## config.mk

```make
export PLATFORM = sky130hd
export DESIGN_NAME = dma_channel
export DESIGN_NICKNAME = d
export VERILOG_FILES = /design/src/rtl/dma_ch_pkg.sv /design/src/rtl/dma_addr_step.sv /design/src/rtl/dma_ch_regs.sv /design/src/rtl/dma_xfer_engine.sv /design/src/rtl/dma_channel.sv
export SDC_FILE = /design/constraint.sdc
export NUM_CORES = 1
export LEC_CHECK = 0
export ABC_AREA = 1
export BUFFER_PORTS_ARGS = -buffer_cell sky130_fd_sc_hd__buf_4
export CELL_PAD_IN_SITES_DETAIL_PLACEMENT = 2
export CELL_PAD_IN_SITES_GLOBAL_PLACEMENT = 2
export CORE_UTILIZATION = 32
export DETAILED_ROUTE_END_ITERATION = 12
export PLACE_DENSITY_LB_ADDON = 0.3
export RECOVER_POWER = 100
export SLEW_MARGIN = 15
export SYNTH_ARGS = -nofsm -noshare
export SYNTH_HDL_FRONTEND = slang
export SYNTH_SLANG_ARGS = --single-unit
export TNS_END_PERCENT = 10
```

## constraint.sdc

```tcl
create_clock -name clk -period 2 [get_ports clk]
set_input_delay 0.2 -clock clk [delete_from_list [all_inputs] [get_ports clk]]
set_output_delay 0.2 -clock clk [all_outputs]
set_load 0.05 [all_outputs]
```

## src/rtl/dma_ch_pkg.sv

```systemverilog
package dma_ch_pkg;

    localparam int REG_AW     = 12;
    localparam int WORD_BYTES = 4;

    // register window offsets and shared summary address
    localparam logic [7:0]        OFS_CTRL     = 8'h00;
    localparam logic [7:0]        OFS_DESC_PTR = 8'h04;
    localparam logic [REG_AW-1:0] ADDR_SUMMARY = 12'hFE0;

    // control word bits
    localparam int CTRL_RUN_BIT  = 0;
    localparam int CTRL_FLAG_BIT = 2;

    // options word bits
    localparam int OPT_IRQ_BIT  = 0;
    localparam int OPT_DINC_BIT = 4;
    localparam int OPT_SINC_BIT = 8;

    // index of the length word inside the descriptor
    localparam logic [1:0] DESC_LAST_IDX = 2'd3;

    typedef enum logic [2:0] {
        ST_IDLE,
        ST_DESC_REQ,
        ST_DESC_WAIT,
        ST_RD_REQ,
        ST_RD_WAIT,
        ST_WR_REQ,
        ST_FINISH
    } eng_state_e;

    typedef struct packed {
        logic        irq_en;
        logic        dst_inc;
        logic        src_inc;
        logic [31:0] src;
        logic [31:0] dst;
    } xfer_cfg_t;

    function automatic logic [31:0] desc_word_addr(input logic [31:0] base, input logic [1:0] idx);
        return base + {28'd0, idx, 2'b00};
    endfunction

    function automatic logic [31:0] step_addr(input logic [31:0] addr, input logic inc);
        return inc ? addr + 32'(WORD_BYTES) : addr;
    endfunction

endpackage

```

## src/rtl/dma_addr_step.sv

```systemverilog
module dma_addr_step
    import dma_ch_pkg::*;
#(
    parameter int AW = 32
) (
    input  logic          clk,
    input  logic          rst,
    input  logic          load,
    input  logic [AW-1:0] load_val,
    input  logic          step,
    input  logic          inc_en,
    output logic [AW-1:0] addr
);

    always_ff @(posedge clk) begin
        if (rst) begin
            addr <= '0;
        end else if (load) begin
            addr <= load_val;
        end else if (step) begin
            addr <= step_addr(addr, inc_en);
        end
    end

endmodule

```

## src/rtl/dma_ch_regs.sv

```systemverilog
module dma_ch_regs
    import dma_ch_pkg::*;
#(
    parameter int CHAN_ID = 2
) (
    input  logic              clk,
    input  logic              rst,
    input  logic              reg_en,
    input  logic              reg_we,
    input  logic [REG_AW-1:0] reg_addr,
    input  logic [31:0]       reg_wdata,
    output logic [31:0]       reg_rdata,
    input  logic              done,
    input  logic              done_irq,
    output logic              start,
    output logic [31:0]       desc_ptr,
    output logic              active,
    output logic              flag
);

    localparam logic [3:0] WIN_ID = 4'(CHAN_ID);

    logic in_window, ctrl_hit, ptr_hit, sum_hit, ctrl_wr, ptr_wr;

    always_comb begin
        in_window = (reg_addr[11:8] == WIN_ID);
        ctrl_hit  = in_window && (reg_addr[7:0] == OFS_CTRL);
        ptr_hit   = in_window && (reg_addr[7:0] == OFS_DESC_PTR);
        sum_hit   = (reg_addr == ADDR_SUMMARY);
        ctrl_wr   = reg_en && reg_we && ctrl_hit;
        ptr_wr    = reg_en && reg_we && ptr_hit;
        // a start request is only honoured while idle
        start     = ctrl_wr && reg_wdata[CTRL_RUN_BIT] && !active;
    end

    always_ff @(posedge clk) begin
        if (rst) begin
            active   <= 1'b0;
            flag     <= 1'b0;
            desc_ptr <= '0;
        end else begin
            if (start) begin
                active <= 1'b1;
            end else if (done) begin
                active <= 1'b0;
            end

            // a completion in the same cycle as a clear wins
            if (done && done_irq) begin
                flag <= 1'b1;
            end else if (ctrl_wr && reg_wdata[CTRL_FLAG_BIT]) begin
                flag <= 1'b0;
            end

            if (ptr_wr) begin
                desc_ptr <= reg_wdata;
            end
        end
    end

    always_comb begin
        reg_rdata = '0;
        if (ctrl_hit) begin
            reg_rdata[CTRL_RUN_BIT]  = active;
            reg_rdata[CTRL_FLAG_BIT] = flag;
        end else if (ptr_hit) begin
            reg_rdata = desc_ptr;
        end else if (sum_hit) begin
            reg_rdata[CHAN_ID] = flag;
        end
    end

endmodule

```

## src/rtl/dma_xfer_engine.sv

```systemverilog
module dma_xfer_engine
    import dma_ch_pkg::*;
(
    input  logic        clk,
    input  logic        rst,
    input  logic        start,
    input  logic [31:0] desc_ptr,
    output logic        mem_req,
    output logic        mem_we,
    output logic [31:0] mem_addr,
    output logic [31:0] mem_wdata,
    input  logic        mem_gnt,
    input  logic        mem_rvalid,
    input  logic [31:0] mem_rdata,
    output logic        done,
    output logic        done_irq
);

    eng_state_e  state;
    xfer_cfg_t   cfg;
    logic [31:0] desc_base;
    logic [1:0]  idx;
    logic [29:0] remaining;
    logic [31:0] data_q;
    logic [31:0] src_addr, dst_addr;
    logic        ptr_load, src_step, dst_step;

    assign ptr_load = (state == ST_DESC_WAIT) && mem_rvalid && (idx == DESC_LAST_IDX);
    assign src_step = (state == ST_RD_REQ) && mem_gnt;
    assign dst_step = (state == ST_WR_REQ) && mem_gnt;

    dma_addr_step #(.AW(32)) u_src_ptr (
        .clk     (clk),
        .rst     (rst),
        .load    (ptr_load),
        .load_val(cfg.src),
        .step    (src_step),
        .inc_en  (cfg.src_inc),
        .addr    (src_addr)
    );

    dma_addr_step #(.AW(32)) u_dst_ptr (
        .clk     (clk),
        .rst     (rst),
        .load    (ptr_load),
        .load_val(cfg.dst),
        .step    (dst_step),
        .inc_en  (cfg.dst_inc),
        .addr    (dst_addr)
    );

    always_ff @(posedge clk) begin
        if (rst) begin
            state     <= ST_IDLE;
            cfg       <= '0;
            desc_base <= '0;
            idx       <= '0;
            remaining <= '0;
            data_q    <= '0;
        end else begin
            case (state)
                ST_IDLE: begin
                    if (start) begin
                        desc_base <= desc_ptr;
                        idx       <= '0;
                        state     <= ST_DESC_REQ;
                    end
                end
                ST_DESC_REQ: begin
                    if (mem_gnt) state <= ST_DESC_WAIT;
                end
                ST_DESC_WAIT: begin
                    if (mem_rvalid) begin
                        case (idx)
                            2'd0: begin
                                cfg.irq_en  <= mem_rdata[OPT_IRQ_BIT];
                                cfg.dst_inc <= mem_rdata[OPT_DINC_BIT];
                                cfg.src_inc <= mem_rdata[OPT_SINC_BIT];
                            end
                            2'd1:    cfg.src   <= mem_rdata;
                            2'd2:    cfg.dst   <= mem_rdata;
                            default: remaining <= mem_rdata[31:2];
                        endcase
                        if (idx == DESC_LAST_IDX) begin
                            state <= (mem_rdata[31:2] == '0) ? ST_FINISH : ST_RD_REQ;
                        end else begin
                            idx   <= idx + 2'd1;
                            state <= ST_DESC_REQ;
                        end
                    end
                end
                ST_RD_REQ: begin
                    if (mem_gnt) state <= ST_RD_WAIT;
                end
                ST_RD_WAIT: begin
                    if (mem_rvalid) begin
                        data_q <= mem_rdata;
                        state  <= ST_WR_REQ;
                    end
                end
                ST_WR_REQ: begin
                    if (mem_gnt) begin
                        remaining <= remaining - 30'd1;
                        state     <= (remaining == 30'd1) ? ST_FINISH : ST_RD_REQ;
                    end
                end
                ST_FINISH: state <= ST_IDLE;
                default:   state <= ST_IDLE;
            endcase
        end
    end

    always_comb begin
        mem_req  = 1'b0;
        mem_we   = 1'b0;
        mem_addr = '0;
        case (state)
            ST_DESC_REQ: begin
                mem_req  = 1'b1;
                mem_addr = desc_word_addr(desc_base, idx);
            end
            ST_RD_REQ: begin
                mem_req  = 1'b1;
                mem_addr = src_addr;
            end
            ST_WR_REQ: begin
                mem_req  = 1'b1;
                mem_we   = 1'b1;
                mem_addr = dst_addr;
            end
            default: ;
        endcase
    end

    assign mem_wdata = data_q;
    assign done      = (state == ST_FINISH);
    assign done_irq  = cfg.irq_en;

endmodule

```

## src/rtl/dma_channel.sv

```systemverilog
module dma_channel
    import dma_ch_pkg::*;
#(
    parameter int CHAN_ID = 2
) (
    input  logic        clk,
    input  logic        rst,
    input  logic        reg_en,
    input  logic        reg_we,
    input  logic [11:0] reg_addr,
    input  logic [31:0] reg_wdata,
    output logic [31:0] reg_rdata,
    output logic        mem_req,
    output logic        mem_we,
    output logic [31:0] mem_addr,
    output logic [31:0] mem_wdata,
    input  logic        mem_gnt,
    input  logic        mem_rvalid,
    input  logic [31:0] mem_rdata,
    output logic        irq
);

    logic        eng_start, eng_done, eng_done_irq, ch_active;
    logic [31:0] desc_ptr;

    dma_ch_regs #(.CHAN_ID(CHAN_ID)) u_regs (
        .clk      (clk),
        .rst      (rst),
        .reg_en   (reg_en),
        .reg_we   (reg_we),
        .reg_addr (reg_addr),
        .reg_wdata(reg_wdata),
        .reg_rdata(reg_rdata),
        .done     (eng_done),
        .done_irq (eng_done_irq),
        .start    (eng_start),
        .desc_ptr (desc_ptr),
        .active   (ch_active),
        .flag     (irq)
    );

    dma_xfer_engine u_engine (
        .clk       (clk),
        .rst       (rst),
        .start     (eng_start),
        .desc_ptr  (desc_ptr),
        .mem_req   (mem_req),
        .mem_we    (mem_we),
        .mem_addr  (mem_addr),
        .mem_wdata (mem_wdata),
        .mem_gnt   (mem_gnt),
        .mem_rvalid(mem_rvalid),
        .mem_rdata (mem_rdata),
        .done      (eng_done),
        .done_irq  (eng_done_irq)
    );

endmodule

```

After elaboration in Yosys (flattened, before gate mapping)
Cells that the tools add are included.

Add/subtract/negate cells: 5. Eq/ne operators: 21. Multiplexer cells: 39. Reduce and logical (&&, ||, !) cells: 38.

Operator list (count): 32-bit 2-to-1 mux (6); 32-bit case mux with 3 select lines (1); 30-bit 2-to-1 mux (3); 32-bit by 3-bit adder with 32-bit output, second input constant (2); 30-bit case mux with 2 select lines (1); 29-bit 2-to-1 mux (2); 32-bit by 4-bit adder with 32-bit output (1); 30-bit by 1-bit == test with 1-bit output, second input constant (1); 30-bit zero test (1); 30-bit by 1-bit subtractor with 30-bit output, second input constant (1); 3-bit 2-to-1 mux (9); 3-bit case mux with 6 select lines (1); 2-bit inequality test, second input constant (8); 2-bit nonzero test (8); 1-bit logical AND (13); 12-bit == test, second input constant (1); 1-bit 2-to-1 mux (11); 3-bit == test, second input constant (3); 3-bit AND reduction (3); 8-bit by 3-bit == test with 1-bit output, second input constant (1); 8-bit zero test (1); 2-bit 2-to-1 mux (4); 2-bit AND reduction (4); 4-bit AND reduction (2); 12 further kinds (15).

Bits in registers: 264. Input port bits: 82. Output and inout bits: 99. Word-level logic and storage cells: 118.

Depth between registers and ports, before layout
Gate-level depths: netlist of the first run.

Word-level depth: 7. Depth in mapped cells: 12. Gate-level depth less buffers: 12.

Cells and area by module
A second synthesis of the first run with hierarchy kept.

Cell total of the unflattened synthesis: 2388. Area total of the unflattened synthesis: 14859.3 µm².

By module, submodules not included: dma_xfer_engine (instances 1, cells each 1362, area an instance 8749.6 µm², sequential area each 3323.2 µm²); dma_addr_step (instances 2, cells each 372, area an instance 2213.4 µm², sequential area each 640.6 µm²); dma_ch_regs (instances 1, cells each 282, area an instance 1682.9 µm², sequential area each 680.7 µm²).

Worst setup path before layout of the first run
No wires, ideal clock.

Path type: reg2out. Start point: register u_engine.idx[1]. End point: output mem_addr[19]. Arrival: 2540 ps. Required time: 1800 ps. Path slack: -740 ps. Cell stages (with the launch flop): 12. Buffers on the path: 0. Cells stage by stage: dfxtp_1 ha_1 nand2_1 o21ai_4 nand2_1 inv_1 nand2_1 nor2_1 nand2_1 nand2_1 nand2_1 o21ai_0.

Cells in the longest elaborated chain, start to end: 2.

Ends and longest elaborated chain: from (decl) (line dma_xfer_engine.sv:22) `logic [1:0] idx;`; from (signal assigned) (line dma_xfer_engine.sv:87) `idx <= idx + 2'd1;`; 32-bit by 4-bit adder with 32-bit output (line dma_ch_pkg.sv:42) `return base + {28'd0, idx, 2'b00};`; 32-bit case mux with 3 select lines (line dma_xfer_engine.sv:117) `case (state)`; to (decl) (line dma_channel.sv:15) `output logic [31:0] mem_addr,`.

No other way between the ends.

Final worst setup path of the first run
Start point: register u_engine.idx[1]. End point: output mem_addr[6].

The elaborated chain is that of the path after synthesis.

==> results of run 1 <==
through the flow:
stage          hold slack [ns]  power (mW)  cells  setup WS [ns]
5_1_grt                 0.0216        16.3   3069         -0.698
2_1_floorplan            0.344        7.80   2170         -0.144
3_3_place_gp             0.432        9.05   2953         -0.116
6_report                0.0149        15.7   3069         -0.658
3_5_place_dp             0.448        9.23   2953         -0.275
4_1_cts                0.00716        15.7   3063         -0.554
worst register-to-register path: stages, from the launching register on:
cell and delay, ns:
sky130_fd_sc_hd__dfxtp_2 0.34, sky130_fd_sc_hd__buf_4 0.13, sky130_fd_sc_hd__buf_4 0.15, sky130_fd_sc_hd__ha_1 0.24, sky130_fd_sc_hd__inv_1 0.20, sky130_fd_sc_hd__nor2_8 0.07, sky130_fd_sc_hd__nand2_4 0.25, sky130_fd_sc_hd__nand2_4 0.25
sky130_fd_sc_hd__inv_2 0.24, sky130_fd_sc_hd__nand2_1 0.14, sky130_fd_sc_hd__o221ai_1 0.12, sky130_fd_sc_hd__nand2_1 0.11, sky130_fd_sc_hd__inv_1 0.07
final cells by class:
type                       count  area share
sequential                   264       0.280
clock buffer                  47      0.0523
antenna                        1    0.000132
clock inverter                 7     0.00601
multi-input combinational   1537       0.413
timing repair buffer         356       0.156
inverter                     265      0.0533
tap                          592      0.0391
routing by layer:
| layer | vias to the layer above | GRT usage | part of all wire |
|---|---|---|---|
| li1 | 7734 | - | - |
| met4 | 2 | 0.119 | 0.033 |
| met1 | 8578 | 0.385 | 0.42 |
| met3 | 144 | 0.0387 | 0.037 |
| met5 | - | 0 | 0.00011 |
| met2 | 406 | 0.580 | 0.51 |
flip-flops by register name (all words and copies together) (netlist names):
name / flops
u_engine.cfg: 66
u_engine.desc_base: 32
u_engine.mem_wdata: 32
u_engine.u_dst_ptr.addr: 32
u_engine.u_src_ptr.addr: 32
u_regs.desc_ptr: 32
u_engine.remaining: 30
u_engine.state: 3
u_engine.idx: 2
u_engine.done_irq: 1
u_regs.active: 1
u_regs.flag: 1
cells in the final DEF, fill, tap and decap left out, drive strengths merged, types with 3 or more instances in the layout:
cell type / instances
inv: 264
o211ai: 8
o22ai: 41
a21o: 4
a21oi: 253
dfxtp: 264
xor2: 25
buf: 257
nor2: 243
nand4: 36
clkinv: 4
clkbuf: 94
xnor2: 7
o221ai: 21
o21a: 8
o21ai: 171
ha: 10
nor3: 34
dlygate4sd3: 52
o21bai: 10
bufinv: 3
or2: 8
nand3: 179
nand2: 458
a31oi: 6
nand3b: 3
logic make-up (layout without fill, tap and decap cells):
| kind of cell | after synthesis | in the layout | synth area share |
|---|---|---|---|
| AO/OA/AOI/OAI | 528 | 528 | 0.202 |
| XOR/XNOR | 32 | 32 | 0.0196 |
| adder cells (fa/ha/maj) | 11 | 11 | 0.0102 |
| buffers and inverters | 369 | 675 | 0.103 |
| flip-flops | 264 | 264 | 0.370 |
| other | 0 | 1 | 0 |
| AND/OR/NAND/NOR | 966 | 966 | 0.294 |
how the worst max path moves through the flow:
| stage | startpoint | to |
|---|---|---|
| 2_1_floorplan | u_engine.state[2]$_SDFFE_PP0P_ | mem_addr[6] |
| 3_3_place_gp | u_engine.idx[0]$_SDFFE_PP0P_ | mem_addr[20] |
| 3_5_place_dp | u_engine.idx[0]$_SDFFE_PP0P_ | mem_addr[22] |
| 4_1_cts | u_engine.idx[1]$_SDFFE_PP0P_ | mem_addr[20] |
| 5_1_grt | u_engine.desc_base[5]$_SDFFE_PP0P_ | mem_addr[18] |
| 6_report | u_engine.idx[1]$_SDFFE_PP0P_ | mem_addr[6] |
what timing repair did:
item                                    4_1_cts  5_1_grt
resized for setup                            74       58
endpoints found under the setup margin       59      104
hold endpoints to repair                     72        0
setup buffers                                 4        5
pin swaps                                    10       14
hold buffers                                 52        0
report_power, final:
part           internal, mW  switching [mW]
clock network          3.82            2.59
logic                  1.17            2.52
registers              5.46           0.181
==> impl_results.html, run 1 <==
<table>
<tr><th>Metric</th><th>Value</th></tr>
<tr><th colspan="2">Run status</th></tr>
<tr><td>Outcome</td><td>finished with violations</td></tr>
<tr><td>Violated checks</td><td>setup timing</td></tr>
<tr><th colspan="2">Yosys</th></tr>
<tr><td>Most area-hungry cell type in the Yosys netlist</td><td>sky130_fd_sc_hd__dfxtp_1</td></tr>
<tr><td>Total number of yosys warnings</td><td>0</td></tr>
<tr><td>Seq cells post-synth</td><td>around 260</td></tr>
<tr><td>Post-Synthesis Cell Area</td><td>14300 µm²</td></tr>
<tr><td>Sequential-to-total area share from yosys stat</td><td>0.370</td></tr>
<tr><td>Count of unique library cells instantiated by Yosys</td><td>52</td></tr>
<tr><td>Mean instance size in the synthesized netlist</td><td>between 6 and 7 µm²</td></tr>
<tr><td>Main area contributors after synthesis</td><td>sky130_fd_sc_hd__dfxtp_1 (37%), sky130_fd_sc_hd__nand2_1 (12%), sky130_fd_sc_hd__a21oi_1 (8.9%)</td></tr>
<tr><td>Most frequent cells after synthesis</td><td>sky130_fd_sc_hd__nand2_1 (451), sky130_fd_sc_hd__dfxtp_1 (264), sky130_fd_sc_hd__inv_1 (255)</td></tr>
<tr><td>Share of synthesized flip-flops with an asynchronous set or reset</td><td>0</td></tr>
<tr><td>Most repeated cell in the gate-level netlist after synthesis</td><td>sky130_fd_sc_hd__nand2_1</td></tr>
<tr><td>Synth Flop Type</td><td>sky130_fd_sc_hd__dfxtp_1</td></tr>
<tr><td>Number of instances in the synthesized netlist</td><td>approximately 2200</td></tr>
<tr><td>Total nets after synthesis</td><td>2263</td></tr>
<tr><td>Share of Yosys cell area claimed by the top area cell type</td><td>0.370</td></tr>
<tr><td>Number of enable flip-flop cells after synthesis</td><td>0</td></tr>
<tr><th colspan="2">Route</th></tr>
<tr><td>Iteration-0 DRC Markers</td><td>923</td></tr>
<tr><td>Routed Wire Length</td><td>74000 µm</td></tr>
<tr><td>Drt drc</td><td>0</td></tr>
<tr><td>Via-per-instance ratio</td><td>5.49</td></tr>
<tr><td>Wire per inst</td><td>24.1 µm</td></tr>
<tr><td>Residual antenna-violating net count after detailed routing</td><td>0</td></tr>
<tr><td>Overall via count from detail_route</td><td>between 15000 and 20000</td></tr>
<tr><td>Router iterations before antenna repair</td><td>5</td></tr>
<tr><th colspan="2">Worst setup path</th></tr>
<tr><td>Critical path, cell by cell</td><td>buf_6 -&gt; fa_2 -&gt; buf_4 -&gt; nand3_2 -&gt; nand2_1 -&gt; o211ai_1 -&gt; o211ai_1 -&gt; buf_4</td></tr>
<tr><td>Required time at the endpoint of the critical path</td><td>1.80 ns</td></tr>
<tr><td>Total stage count of the critical path</td><td>8</td></tr>
<tr><td>Worst setup path category</td><td>flop to output port</td></tr>
<tr><td>Data arrival time of the critical path</td><td>2.46 ns</td></tr>
<tr><td>FF-to-FF Start</td><td>u_engine.idx[0]$_SDFFE_PP0P_</td></tr>
<tr><td>Depth of the worst register-to-register path</td><td>12</td></tr>
<tr><td>Peak per-stage delay on the critical path</td><td>around 0.45 ns</td></tr>
<tr><td>Critical path peak fanout</td><td>4</td></tr>
<tr><td>Setup crit end kind</td><td>output port</td></tr>
<tr><td>Minimum setup slack among reg-to-reg paths</td><td>-0.35 ns</td></tr>
<tr><td>Startpoint Class</td><td>flop</td></tr>
<tr><td>Reg-to-Reg End</td><td>u_engine.u_dst_ptr.addr[6]$_SDFFE_PP0P_</td></tr>
<tr><td>Worst path top cell family by delay</td><td>buffers and inverters</td></tr>
<tr><td>CP max stage cell</td><td>sky130_fd_sc_hd__fa_2</td></tr>
<tr><td>Number of buffer and inverter instances along the worst setup path</td><td>3</td></tr>
<tr><th colspan="2">Placement</th></tr>
<tr><td>Global placer's final weighted congestion</td><td>0.941</td></tr>
<tr><td>Placed inst area</td><td>17000 µm²</td></tr>
<tr><td>Number of I/O port buffers</td><td>between 150 and 200</td></tr>
<tr><td>Detail Placement HPWL</td><td>49400 µm</td></tr>
<tr><th colspan="2">Power and ir drop</th></tr>
<tr><td>Static Leak</td><td>7.45 nW</td></tr>
<tr><td>Power per unit of standard cell area</td><td>roughly 830 nW/µm²</td></tr>
<tr><td>Max IR drop VDD</td><td>between 600 and 700 µV</td></tr>
<tr><th colspan="2">Timing</th></tr>
<tr><td>Upper clock frequency limit</td><td>376 MHz</td></tr>
<tr><td>Final Skew</td><td>0.0194 ns</td></tr>
<tr><td>Final Hold Violating Endpoints</td><td>0</td></tr>
<tr><td>Slew margin rel.</td><td>0.497</td></tr>
<tr><td>Final count of pins violating max slew</td><td>0</td></tr>
<tr><td>Setup-violating endpoint count in the final report</td><td>133</td></tr>
<tr><td>Least setup slack across all paths after layout</td><td>-0.658 ns</td></tr>
<tr><td>Accumulated negative setup slack</td><td>-33.08 ns</td></tr>
<tr><td>Unrepaired setup endpoints after global routing</td><td>yes</td></tr>
<tr><td>Final clock period utilization by the worst path</td><td>1.33</td></tr>
<tr><td>Actual transition at the worst max-transition pin</td><td>0.755 ns</td></tr>
<tr><td>Final critical delay including setup and external delays</td><td>2.66 ns</td></tr>
<tr><th colspan="2">Clocking</th></tr>
<tr><td>Largest buffer count on any clock path</td><td>3</td></tr>
<tr><td>Clock buffer count from CTS</td><td>34</td></tr>
<tr><td>H-tree levels</td><td>2</td></tr>
<tr><td>Clock tree root driver cell</td><td>sky130_fd_sc_hd__clkbuf_16</td></tr>
<tr><td>Sinks on the clock net</td><td>264</td></tr>
<tr><td>Worst-skew pair later-pin latency</td><td>0.55 ns</td></tr>
<tr><td>Clock transition at path regs</td><td>0.06 ns</td></tr>
<tr><td>Clock tree from TritonCTS</td><td>yes</td></tr>
<tr><th colspan="2">Min path</th></tr>
<tr><td>Hold path startpoint</td><td>reg_wdata[12]</td></tr>
<tr><td>Min-Delay Path Class</td><td>input pin to flop</td></tr>
<tr><td>Hold-critical path depth</td><td>3</td></tr>
<tr><td>Hold Path Sink</td><td>u_regs.desc_ptr[12]$_SDFFE_PP0P_</td></tr>
<tr><th colspan="2">Flow run</th></tr>
<tr><td>Max cap viols</td><td>0</td></tr>
<tr><th colspan="2">Floorplanning</th></tr>
<tr><td>Row cnt</td><td>77</td></tr>
<tr><td>Die area</td><td>45500 µm²</td></tr>
<tr><td>Chip Width</td><td>about 210 µm</td></tr>
<tr><td>Count of boundary I/O pins</td><td>181</td></tr>
<tr><td>Die Y</td><td>213 µm</td></tr>
<tr><td>Initial core utilization</td><td>0.323</td></tr>
<tr><td>Area of the placeable core</td><td>44100 µm²</td></tr>
<tr><th colspan="2">Layout</th></tr>
<tr><td>Sequential cell area</td><td>5300 µm²</td></tr>
<tr><td>Area delta synth-&gt;final</td><td>32.8%</td></tr>
<tr><td>Multi-input combinational cell area</td><td>7830 µm²</td></tr>
<tr><td>Fillcell total</td><td>5221</td></tr>
<tr><td>Final core utilization</td><td>0.429</td></tr>
<tr><td>Number of nets in the finished design</td><td>between 2000 and 3000</td></tr>
<tr><td>Layout cell share with drive strength beyond 1</td><td>0.179</td></tr>
<tr><td>Final instance area</td><td>18900 µm²</td></tr>
<tr><th colspan="2">Global route</th></tr>
<tr><td>Pin count of the biggest net entering global routing</td><td>between 100 and 150</td></tr>
<tr><td>Number of global-route vias before repair</td><td>roughly 18000</td></tr>
<tr><td>Gr ovfl total</td><td>0</td></tr>
<tr><td>Global-route wire length before repair</td><td>111000 µm</td></tr>
<tr><td>Antenna violations before repair</td><td>4</td></tr>
<tr><td>Aggregate global-route resource usage</td><td>0.321</td></tr>
</table>
(Power assumes the default switching activity.)
==> inputs of run 2 (changes only) <==
--- a/config.mk
+++ b/config.mk
@@ -13,6 +13,7 @@
 export DETAILED_ROUTE_END_ITERATION = 12
 export PLACE_DENSITY_LB_ADDON = 0.3
 export RECOVER_POWER = 100
+export SETUP_SLACK_MARGIN = 0.15
 export SLEW_MARGIN = 15
 export SYNTH_ARGS = -nofsm -noshare
 export SYNTH_HDL_FRONTEND = slang
==> constraint.sdc (replaced) <==
create_clock -name clk -period 2.5 [get_ports clk]
set_input_delay 0.25 -clock clk [delete_from_list [all_inputs] [get_ports clk]]
set_output_delay 0.25 -clock clk [all_outputs]
set_load 0.05 [all_outputs]
==> run 2 against run 1 <==
The flow still finishes with violations (setup timing); highest routed layer is now met4; worst hold slack got worse by 0.0061 ns; utilization decreased by 2.4 points; clock power decreased by 21%; sequential power decreased by 20%; critical path type unchanged; sequential share of layout area increased by 1.7 points; count of clock-buffer cells in the layout decreased by 1; combinational power decreased by 26%.
==> impl_results.html, run 2 (synthesized netlist as in run 1, its figures left out) <==
<table>
<tr><th>Metric</th><th>Value</th></tr>
<tr><th colspan="2">Min path</th></tr>
<tr><td>Min-Delay Path Class</td><td>input pin to flop</td></tr>
<tr><th colspan="2">Global route</th></tr>
<tr><td>Pin count of the biggest net entering global routing</td><td>127</td></tr>
<tr><td>Global-route wire length before repair</td><td>approximately 100000 µm</td></tr>
<tr><td>Aggregate global-route resource usage</td><td>0.299</td></tr>
<tr><td>Gr ovfl total</td><td>0</td></tr>
<tr><td>Number of global-route vias before repair</td><td>around 18000</td></tr>
<tr><td>Antenna violations before repair</td><td>1</td></tr>
<tr><th colspan="2">Layout</th></tr>
<tr><td>Most frequent standard cell in the layout excluding fill and tap cells</td><td>sky130_fd_sc_hd__nand2_1</td></tr>
<tr><td>Layout cell share with drive strength beyond 1</td><td>0.159</td></tr>
<tr><td>Area delta synth-&gt;final</td><td>25.5%</td></tr>
<tr><td>Layout Cells excl Fill</td><td>2977</td></tr>
<tr><td>Fillcell total</td><td>5310</td></tr>
<tr><td>Final core utilization</td><td>0.406</td></tr>
<tr><td>Max FFs per register</td><td>66</td></tr>
<tr><td>Top reg by flops</td><td>u_engine.cfg</td></tr>
<tr><td>Leading cell types in the layout, fill and taps excluded</td><td>sky130_fd_sc_hd__nand2_1 (438), sky130_fd_sc_hd__a21oi_1 (253), sky130_fd_sc_hd__dfxtp_1 (248)</td></tr>
<tr><td>Number of nets in the finished design</td><td>~2500</td></tr>
<tr><th colspan="2">Timing</th></tr>
<tr><td>Final Skew</td><td>0.0141 ns</td></tr>
<tr><td>Unrepaired setup endpoints after global routing</td><td>yes</td></tr>
<tr><td>Least setup slack across all paths after layout</td><td>-0.171 ns</td></tr>
<tr><td>Accumulated negative setup slack</td><td>-2.92 ns</td></tr>
<tr><td>Final Hold Violating Endpoints</td><td>0</td></tr>
<tr><td>Final clock period utilization by the worst path</td><td>1.07</td></tr>
<tr><td>Final count of pins violating max slew</td><td>0</td></tr>
<tr><td>Actual transition at the worst max-transition pin</td><td>1.17 ns</td></tr>
<tr><td>Final critical delay including setup and external delays</td><td>2.67 ns</td></tr>
<tr><td>Setup-violating endpoint count in the final report</td><td>39</td></tr>
<tr><td>Worst hold margin</td><td>0.00887 ns</td></tr>
<tr><td>Slew margin rel.</td><td>0.218</td></tr>
<tr><td>Upper clock frequency limit</td><td>374 MHz</td></tr>
<tr><th colspan="2">Run status</th></tr>
<tr><td>Outcome</td><td>finished with violations</td></tr>
<tr><td>Violated checks</td><td>setup timing</td></tr>
<tr><th colspan="2">Worst setup path</th></tr>
<tr><td>Critical path peak fanout</td><td>3</td></tr>
<tr><td>Worst setup path category</td><td>flop to output port</td></tr>
<tr><td>Required time at the endpoint of the critical path</td><td>2.25 ns</td></tr>
<tr><td>Startpoint Class</td><td>flop</td></tr>
<tr><td>Setup crit end kind</td><td>output port</td></tr>
<tr><td>Data arrival time of the critical path</td><td>approximately 2.4 ns</td></tr>
<tr><th colspan="2">Route</th></tr>
<tr><td>Routed metal-1 wirelength</td><td>approximately 30000 µm</td></tr>
<tr><td>Residual antenna-violating net count after detailed routing</td><td>0</td></tr>
<tr><td>Routed length on met2</td><td>34400 µm</td></tr>
<tr><td>Uppermost layer routed</td><td>met4</td></tr>
<tr><td>Drt drc</td><td>0</td></tr>
<tr><td>Via-per-instance ratio</td><td>5.46</td></tr>
<tr><td>Overall via count from detail_route</td><td>~16000</td></tr>
<tr><td>Iteration-0 DRC Markers</td><td>964</td></tr>
<tr><td>Routed Wire Length</td><td>69000 µm</td></tr>
<tr><td>Met3 wirelength from detailed routing</td><td>2510 µm</td></tr>
<tr><td>Router iterations before antenna repair</td><td>5</td></tr>
<tr><td>Wire per inst</td><td>23.2 µm</td></tr>
<tr><th colspan="2">Power and ir drop</th></tr>
<tr><td>Total Power</td><td>around 12 mW</td></tr>
<tr><td>Switching part of the total power</td><td>0.342</td></tr>
<tr><td>Power per unit of standard cell area</td><td>689 nW/µm²</td></tr>
<tr><td>Fraction of power consumed by sequential logic</td><td>0.366</td></tr>
<tr><td>Max IR drop VDD</td><td>402 µV</td></tr>
<tr><td>Static Leak</td><td>6.89 nW</td></tr>
<tr><td>Net Sw Power</td><td>4.22 mW</td></tr>
<tr><td>Internal power</td><td>8.13 mW</td></tr>
<tr><td>Portion of total power attributed to combinational logic</td><td>0.222</td></tr>
<tr><td>Clock share of power</td><td>0.412</td></tr>
<tr><th colspan="2">Placement</th></tr>
<tr><td>Number of I/O port buffers</td><td>180</td></tr>
<tr><td>Global placer's final weighted congestion</td><td>0.940</td></tr>
<tr><td>Detail Placement HPWL</td><td>a little under 50000 µm</td></tr>
<tr><td>Number of cells in the design after placement</td><td>2884</td></tr>
<tr><th colspan="2">Clocking</th></tr>
<tr><td>Sinks on the clock net</td><td>264</td></tr>
<tr><td>Largest buffer count on any clock path</td><td>3</td></tr>
<tr><td>Clock buffer count from CTS</td><td>35</td></tr>
<tr><td>Clock tree root driver cell</td><td>sky130_fd_sc_hd__clkbuf_16</td></tr>
<tr><td>Clock tree from TritonCTS</td><td>yes</td></tr>
<tr><td>Worst-skew pair later-pin latency</td><td>around 0.55 ns</td></tr>
<tr><td>H-tree levels</td><td>2</td></tr>
<tr><td>Clock transition at path regs</td><td>0.06 ns</td></tr>
<tr><th colspan="2">Floorplanning</th></tr>
<tr><td>Die area</td><td>45500 µm²</td></tr>
<tr><td>Initial core utilization</td><td>0.323</td></tr>
<tr><td>Count of boundary I/O pins</td><td>181</td></tr>
<tr><td>Row cnt</td><td>77</td></tr>
<tr><td>Die Y</td><td>about 210 µm</td></tr>
<tr><td>Area of the placeable core</td><td>44100 µm²</td></tr>
<tr><td>Chip Width</td><td>approximately 210 µm</td></tr>
<tr><th colspan="2">Flow run</th></tr>
<tr><td>Max cap viols</td><td>0</td></tr>
</table>
==> run 2: changes by cell type in the layout (fill, tap and decap cells not counted), moves of 6 or more <==
| cell | previous run | this run |
|---|---|---|
| sky130_fd_sc_hd__buf_12 | 13 | 5 |
| sky130_fd_sc_hd__buf_2 | 1 | 7 |
| sky130_fd_sc_hd__buf_4 | 212 | 128 |
| sky130_fd_sc_hd__buf_6 | 26 | 20 |
| sky130_fd_sc_hd__clkbuf_2 | 4 | 28 |
| sky130_fd_sc_hd__dfxtp_1 | 254 | 248 |
| sky130_fd_sc_hd__dlygate4sd3_1 | 52 | 16 |
| sky130_fd_sc_hd__nand2_2 | 15 | 8 |
==> run 2: final timing paths <==
check,to,depth (start not counted),slack (ns),startpoint
worst min register to register,u_engine.cfg[24]$_SDFFE_PP0P_,2,0.45,u_engine.cfg[24]$_SDFFE_PP0P_
worst min-delay path,u_regs.desc_ptr[15]$_SDFFE_PP0P_,3,0.009,reg_wdata[15]
worst max register to register,u_engine.u_dst_ptr.addr[7]$_SDFFE_PP0P_,12,-0.06,u_engine.idx[1]$_SDFFE_PP0P_
worst max-delay path,mem_addr[26],10,-0.17,u_engine.idx[0]$_SDFFE_PP0P_
==> run 2: what timing repair did <==
action	4_1_cts	5_1_grt
gates resized for setup	73	59
endpoints found under the setup margin	31	50
pin swaps	10	24
hold buffers	16	0
buffers inserted	7	6
endpoints found under the hold margin	16	0
==> run 2: power by group through the flow <==
stage | clock network, mW | logic (mW) | registers, mW
floorplan | 0 | 1.52 | 4.71
global placement | 0 | 2.57 | 4.58
detailed placement | 0 | 2.67 | 4.59
CTS | 5.18 | 2.76 | 4.51
global route | 5.35 | 2.98 | 4.53
finish | 5.09 | 2.74 | 4.51
==> run 2: final cells by class <==
cell class                      instances  area, µm²  area share
Clock buffer                           46       1010      0.0563
Clock inverter                         17        144     0.00803
Tap cell                              592        741      0.0414
Antenna cell                            1       2.50    0.000140
Inverter                              265       1000      0.0559
Multi-Input combinational cell       1537       7810       0.436
Sequential cell                       264       5320       0.297
Timing Repair Buffer                  255       1890       0.106
==> run 2: layer usage <==
layer,track usage,vias to the layer above
met5,0,-
met4,0.0874,0
met3,0.0304,106
met2,0.537,378
met1,0.375,8227
li1,-,7538
==> run 2: critical path, cell delays in order (launching register included) <==
cell and delay (ns):
sky130_fd_sc_hd__dfxtp_4 0.36, sky130_fd_sc_hd__ha_4 0.18, sky130_fd_sc_hd__fa_2 0.38, sky130_fd_sc_hd__nand2_2 0.11, sky130_fd_sc_hd__inv_2 0.07, sky130_fd_sc_hd__nand3_1 0.13, sky130_fd_sc_hd__inv_1 0.10, sky130_fd_sc_hd__nand3_1 0.09
sky130_fd_sc_hd__nand3_1 0.16, sky130_fd_sc_hd__nand3_2 0.13, sky130_fd_sc_hd__buf_6 0.16
==> run 2: through the flow <==
stage / instance area, µm² / setup slack (ns)
6_report: 17900 / -0.171
5_1_grt: 17900 / -0.232
4_1_cts: 18000 / -0.173
3_5_place_dp: 16400 / 0.127
3_3_place_gp: 16400 / 0.228
2_1_floorplan: 14300 / 0.0100
==> inputs of run 3 (changes only) <==
==> constraint.sdc (replaced) <==
create_clock -name clk -period 2.5 [get_ports clk]
set_input_delay 0.375 -clock clk [delete_from_list [all_inputs] [get_ports clk]]
set_output_delay 0.375 -clock clk [all_outputs]
set_load 0.05 [all_outputs]
==> run 3 against run 2 <==
The run still ends with setup timing left; cell area grew 1.6%; sequential cell count unchanged; sequential power barely moved; combinational power rose by 3%; die area did not move; critical path type unchanged; largest power group unchanged; highest routed layer is now met5.
==> impl_results.html, run 3 (synthesized netlist as in run 1, its figures left out) <==
<table>
<tr><th>Metric</th><th>Value</th></tr>
<tr><th colspan="2">Route</th></tr>
<tr><td>Via-per-instance ratio</td><td>5.40</td></tr>
<tr><td>Drt drc</td><td>0</td></tr>
<tr><td>Residual antenna-violating net count after detailed routing</td><td>0</td></tr>
<tr><td>Iteration-0 DRC Markers</td><td>~800</td></tr>
<tr><td>Routed Wire Length</td><td>66500 µm</td></tr>
<tr><td>Router iterations before antenna repair</td><td>5</td></tr>
<tr><td>Wire per inst</td><td>approximately 22 µm</td></tr>
<tr><td>Overall via count from detail_route</td><td>16000</td></tr>
<tr><th colspan="2">Power and ir drop</th></tr>
<tr><td>Total Power</td><td>12.3 mW</td></tr>
<tr><td>Max IR drop VDD</td><td>513 µV</td></tr>
<tr><td>Power per unit of standard cell area</td><td>678 nW/µm²</td></tr>
<tr><td>Static Leak</td><td>7.06 nW</td></tr>
<tr><th colspan="2">Layout</th></tr>
<tr><td>Area delta synth-&gt;final</td><td>27.5%</td></tr>
<tr><td>Antenna Cells</td><td>0</td></tr>
<tr><td>Leading cell types in the layout, fill and taps excluded</td><td>sky130_fd_sc_hd__nand2_1 (436), sky130_fd_sc_hd__a21oi_1 (253), sky130_fd_sc_hd__dfxtp_1 (252)</td></tr>
<tr><td>Top reg by flops</td><td>u_engine.cfg</td></tr>
<tr><td>Layout cell share with drive strength beyond 1</td><td>0.179</td></tr>
<tr><td>Most frequent standard cell in the layout excluding fill and tap cells</td><td>sky130_fd_sc_hd__nand2_1</td></tr>
<tr><td>Fillcell total</td><td>5354</td></tr>
<tr><td>Max FFs per register</td><td>66</td></tr>
<tr><td>Number of nets in the finished design</td><td>2444</td></tr>
<tr><td>Final instance area</td><td>18200 µm²</td></tr>
<tr><th colspan="2">Worst setup path</th></tr>
<tr><td>Number of buffer and inverter instances along the worst setup path</td><td>3</td></tr>
<tr><td>Data arrival time of the critical path</td><td>2.41 ns</td></tr>
<tr><td>Peak per-stage delay on the critical path</td><td>around 0.38 ns</td></tr>
<tr><td>Worst path top cell family by delay</td><td>adder cells</td></tr>
<tr><td>CP max stage cell</td><td>sky130_fd_sc_hd__fa_2</td></tr>
<tr><td>Setup crit end kind</td><td>output port</td></tr>
<tr><td>FF-to-FF Start</td><td>u_engine.state[2]$_SDFFE_PP0P_</td></tr>
<tr><td>Reg-to-Reg End</td><td>u_engine.u_dst_ptr.addr[13]$_SDFFE_PP0P_</td></tr>
<tr><td>Critical path, cell by cell</td><td>ha_4 -&gt; fa_2 -&gt; nand2_2 -&gt; inv_2 -&gt; nand2_4 -&gt; nor2_4 -&gt; nand2_2 -&gt; inv_2 -&gt; nand3_2 -&gt; nand2_1 -&gt; o21bai_1 -&gt; buf_4</td></tr>
<tr><td>Depth of the worst register-to-register path</td><td>11</td></tr>
<tr><td>Worst setup path category</td><td>flop to output port</td></tr>
<tr><td>Startpoint Class</td><td>flop</td></tr>
<tr><td>Required time at the endpoint of the critical path</td><td>between 2 and 2.5 ns</td></tr>
<tr><td>Critical path peak fanout</td><td>3</td></tr>
<tr><td>Minimum setup slack among reg-to-reg paths</td><td>around 0.070 ns</td></tr>
<tr><th colspan="2">Floorplanning</th></tr>
<tr><td>Area of the placeable core</td><td>44100 µm²</td></tr>
<tr><td>Initial core utilization</td><td>0.323</td></tr>
<tr><td>Chip Width</td><td>213 µm</td></tr>
<tr><td>Die area</td><td>roughly 45000 µm²</td></tr>
<tr><td>Row cnt</td><td>77</td></tr>
<tr><td>Die Y</td><td>~210 µm</td></tr>
<tr><td>Count of boundary I/O pins</td><td>approximately 180</td></tr>
<tr><th colspan="2">Placement</th></tr>
<tr><td>Placed inst area</td><td>approximately 17000 µm²</td></tr>
<tr><td>Detail Placement HPWL</td><td>49500 µm</td></tr>
<tr><td>Setup slack at placement</td><td>0.0341 ns</td></tr>
<tr><td>Global placer's final weighted congestion</td><td>0.919</td></tr>
<tr><td>Number of I/O port buffers</td><td>180</td></tr>
<tr><th colspan="2">Timing</th></tr>
<tr><td>Setup-violating endpoint count in the final report</td><td>31</td></tr>
<tr><td>Final clock period utilization by the worst path</td><td>1.11</td></tr>
<tr><td>Final Hold Violating Endpoints</td><td>0</td></tr>
<tr><td>Final count of pins violating max slew</td><td>0</td></tr>
<tr><td>Actual transition at the worst max-transition pin</td><td>0.730 ns</td></tr>
<tr><td>Least setup slack across all paths after layout</td><td>-0.282 ns</td></tr>
<tr><td>Worst hold margin</td><td>0.0728 ns</td></tr>
<tr><td>Final Skew</td><td>0.0136 ns</td></tr>
<tr><td>Unrepaired setup endpoints after global routing</td><td>yes</td></tr>
<tr><td>Accumulated negative setup slack</td><td>-5.66 ns</td></tr>
<tr><td>Final critical delay including setup and external delays</td><td>2.78 ns</td></tr>
<tr><td>Upper clock frequency limit</td><td>360 MHz</td></tr>
<tr><td>Slew margin rel.</td><td>0.510</td></tr>
<tr><th colspan="2">Clocking</th></tr>
<tr><td>Clock transition at path regs</td><td>approximately 0.07 ns</td></tr>
<tr><td>H-tree levels</td><td>1</td></tr>
<tr><td>Clock tree from TritonCTS</td><td>yes</td></tr>
<tr><td>Sinks on the clock net</td><td>264</td></tr>
<tr><td>Clock buffer count from CTS</td><td>31</td></tr>
<tr><td>Worst-skew pair later-pin latency</td><td>0.60 ns</td></tr>
<tr><td>Largest buffer count on any clock path</td><td>3</td></tr>
<tr><td>Clock tree root driver cell</td><td>sky130_fd_sc_hd__clkbuf_16</td></tr>
<tr><th colspan="2">Global route</th></tr>
<tr><td>Antenna violations before repair</td><td>2</td></tr>
<tr><td>Pin count of the biggest net entering global routing</td><td>between 100 and 150</td></tr>
<tr><td>Global-route wire length before repair</td><td>between 100000 and 150000 µm</td></tr>
<tr><td>Number of global-route vias before repair</td><td>17300</td></tr>
<tr><td>Gr ovfl total</td><td>0</td></tr>
<tr><td>Aggregate global-route resource usage</td><td>0.291</td></tr>
<tr><th colspan="2">Min path</th></tr>
<tr><td>Hold-critical path depth</td><td>3</td></tr>
<tr><td>Min-Delay Path Class</td><td>input pin to flop</td></tr>
<tr><td>Hold path startpoint</td><td>reg_wdata[8]</td></tr>
<tr><td>Hold Path Sink</td><td>u_regs.desc_ptr[8]$_SDFFE_PP0P_</td></tr>
<tr><th colspan="2">Run status</th></tr>
<tr><td>Violated checks</td><td>setup timing</td></tr>
<tr><td>Outcome</td><td>finished with violations</td></tr>
<tr><th colspan="2">Flow run</th></tr>
<tr><td>Max cap viols</td><td>0</td></tr>
</table>
run 3: layer usage:
metal / wire length, µm / global-route usage / vias to the layer above
met4: 1760 / 0.0786 / 2
met5: 14 / 0 / -
met2: 33700 / 0.531 / 296
met1: 28800 / 0.360 / 8143
li1: - / - / 7510
met3: 2280 / 0.0328 / 85
run 3: final cells by class:
class,instances,area (µm²),share of cell area
Clock buffer,42,857,0.0471
Timing Repair Buffer,252,2170,0.119
Tap cell,592,741,0.0407
Sequential cell,264,5310,0.291
Multi-Input combinational cell,1537,7880,0.433
Inverter,265,1010,0.0554
Clock inverter,15,243,0.0133
run 3: power breakdown:
group	switching, mW	total [mW]	internal (mW)
sequential	0.161	4.53	4.37
combinational	1.96	2.81	0.853
clock	1.99	5.00	3.01
total	4.10	12.3	8.24
run 3: what timing repair did:
| action | 4_1_cts | 5_1_grt |
|---|---|---|
| hold buffers | 0 | 0 |
| setup endpoints to repair | 34 | 37 |
| hold endpoints to repair | 0 | 0 |
| resized for setup | 111 | 24 |
| setup buffers | 7 | 3 |
| pin swaps | 16 | 11 |
run 3: worst max-delay path by stage:
| stage | end | cells after the start | slack (ns) | startpoint |
|---|---|---|---|---|
| 3_3_place_gp | mem_addr[20] | 12 | 0.14 | u_engine.idx[0]$_SDFFE_PP0P_ |
| 3_5_place_dp | mem_addr[24] | 12 | 0.03 | u_engine.idx[0]$_SDFFE_PP0P_ |
| 4_1_cts | mem_addr[24] | 12 | -0.29 | u_engine.desc_base[2]$_SDFFE_PP0P_ |
| 2_1_floorplan | mem_addr[24] | 11 | -0.12 | u_engine.idx[0]$_SDFFE_PP0P_ |
| 5_1_grt | mem_addr[17] | 11 | -0.36 | u_engine.idx[1]$_SDFFE_PP0P_ |
| 6_report | mem_addr[24] | 12 | -0.28 | u_engine.desc_base[2]$_SDFFE_PP0P_ |
run 3: metrics by stage:
step	utilization	std cells
2_1_floorplan	-	2170
3_3_place_gp	0.375	2900
3_5_place_dp	0.375	2900
4_1_cts	0.410	2964
5_1_grt	0.412	2967
6_report	0.412	2967
run 3: tightest hold or removal path, stage by stage:
cell                      delay [ns]
sky130_fd_sc_hd__buf_4          0.08
sky130_fd_sc_hd__o21ai_0        0.07
sky130_fd_sc_hd__a21oi_1        0.10
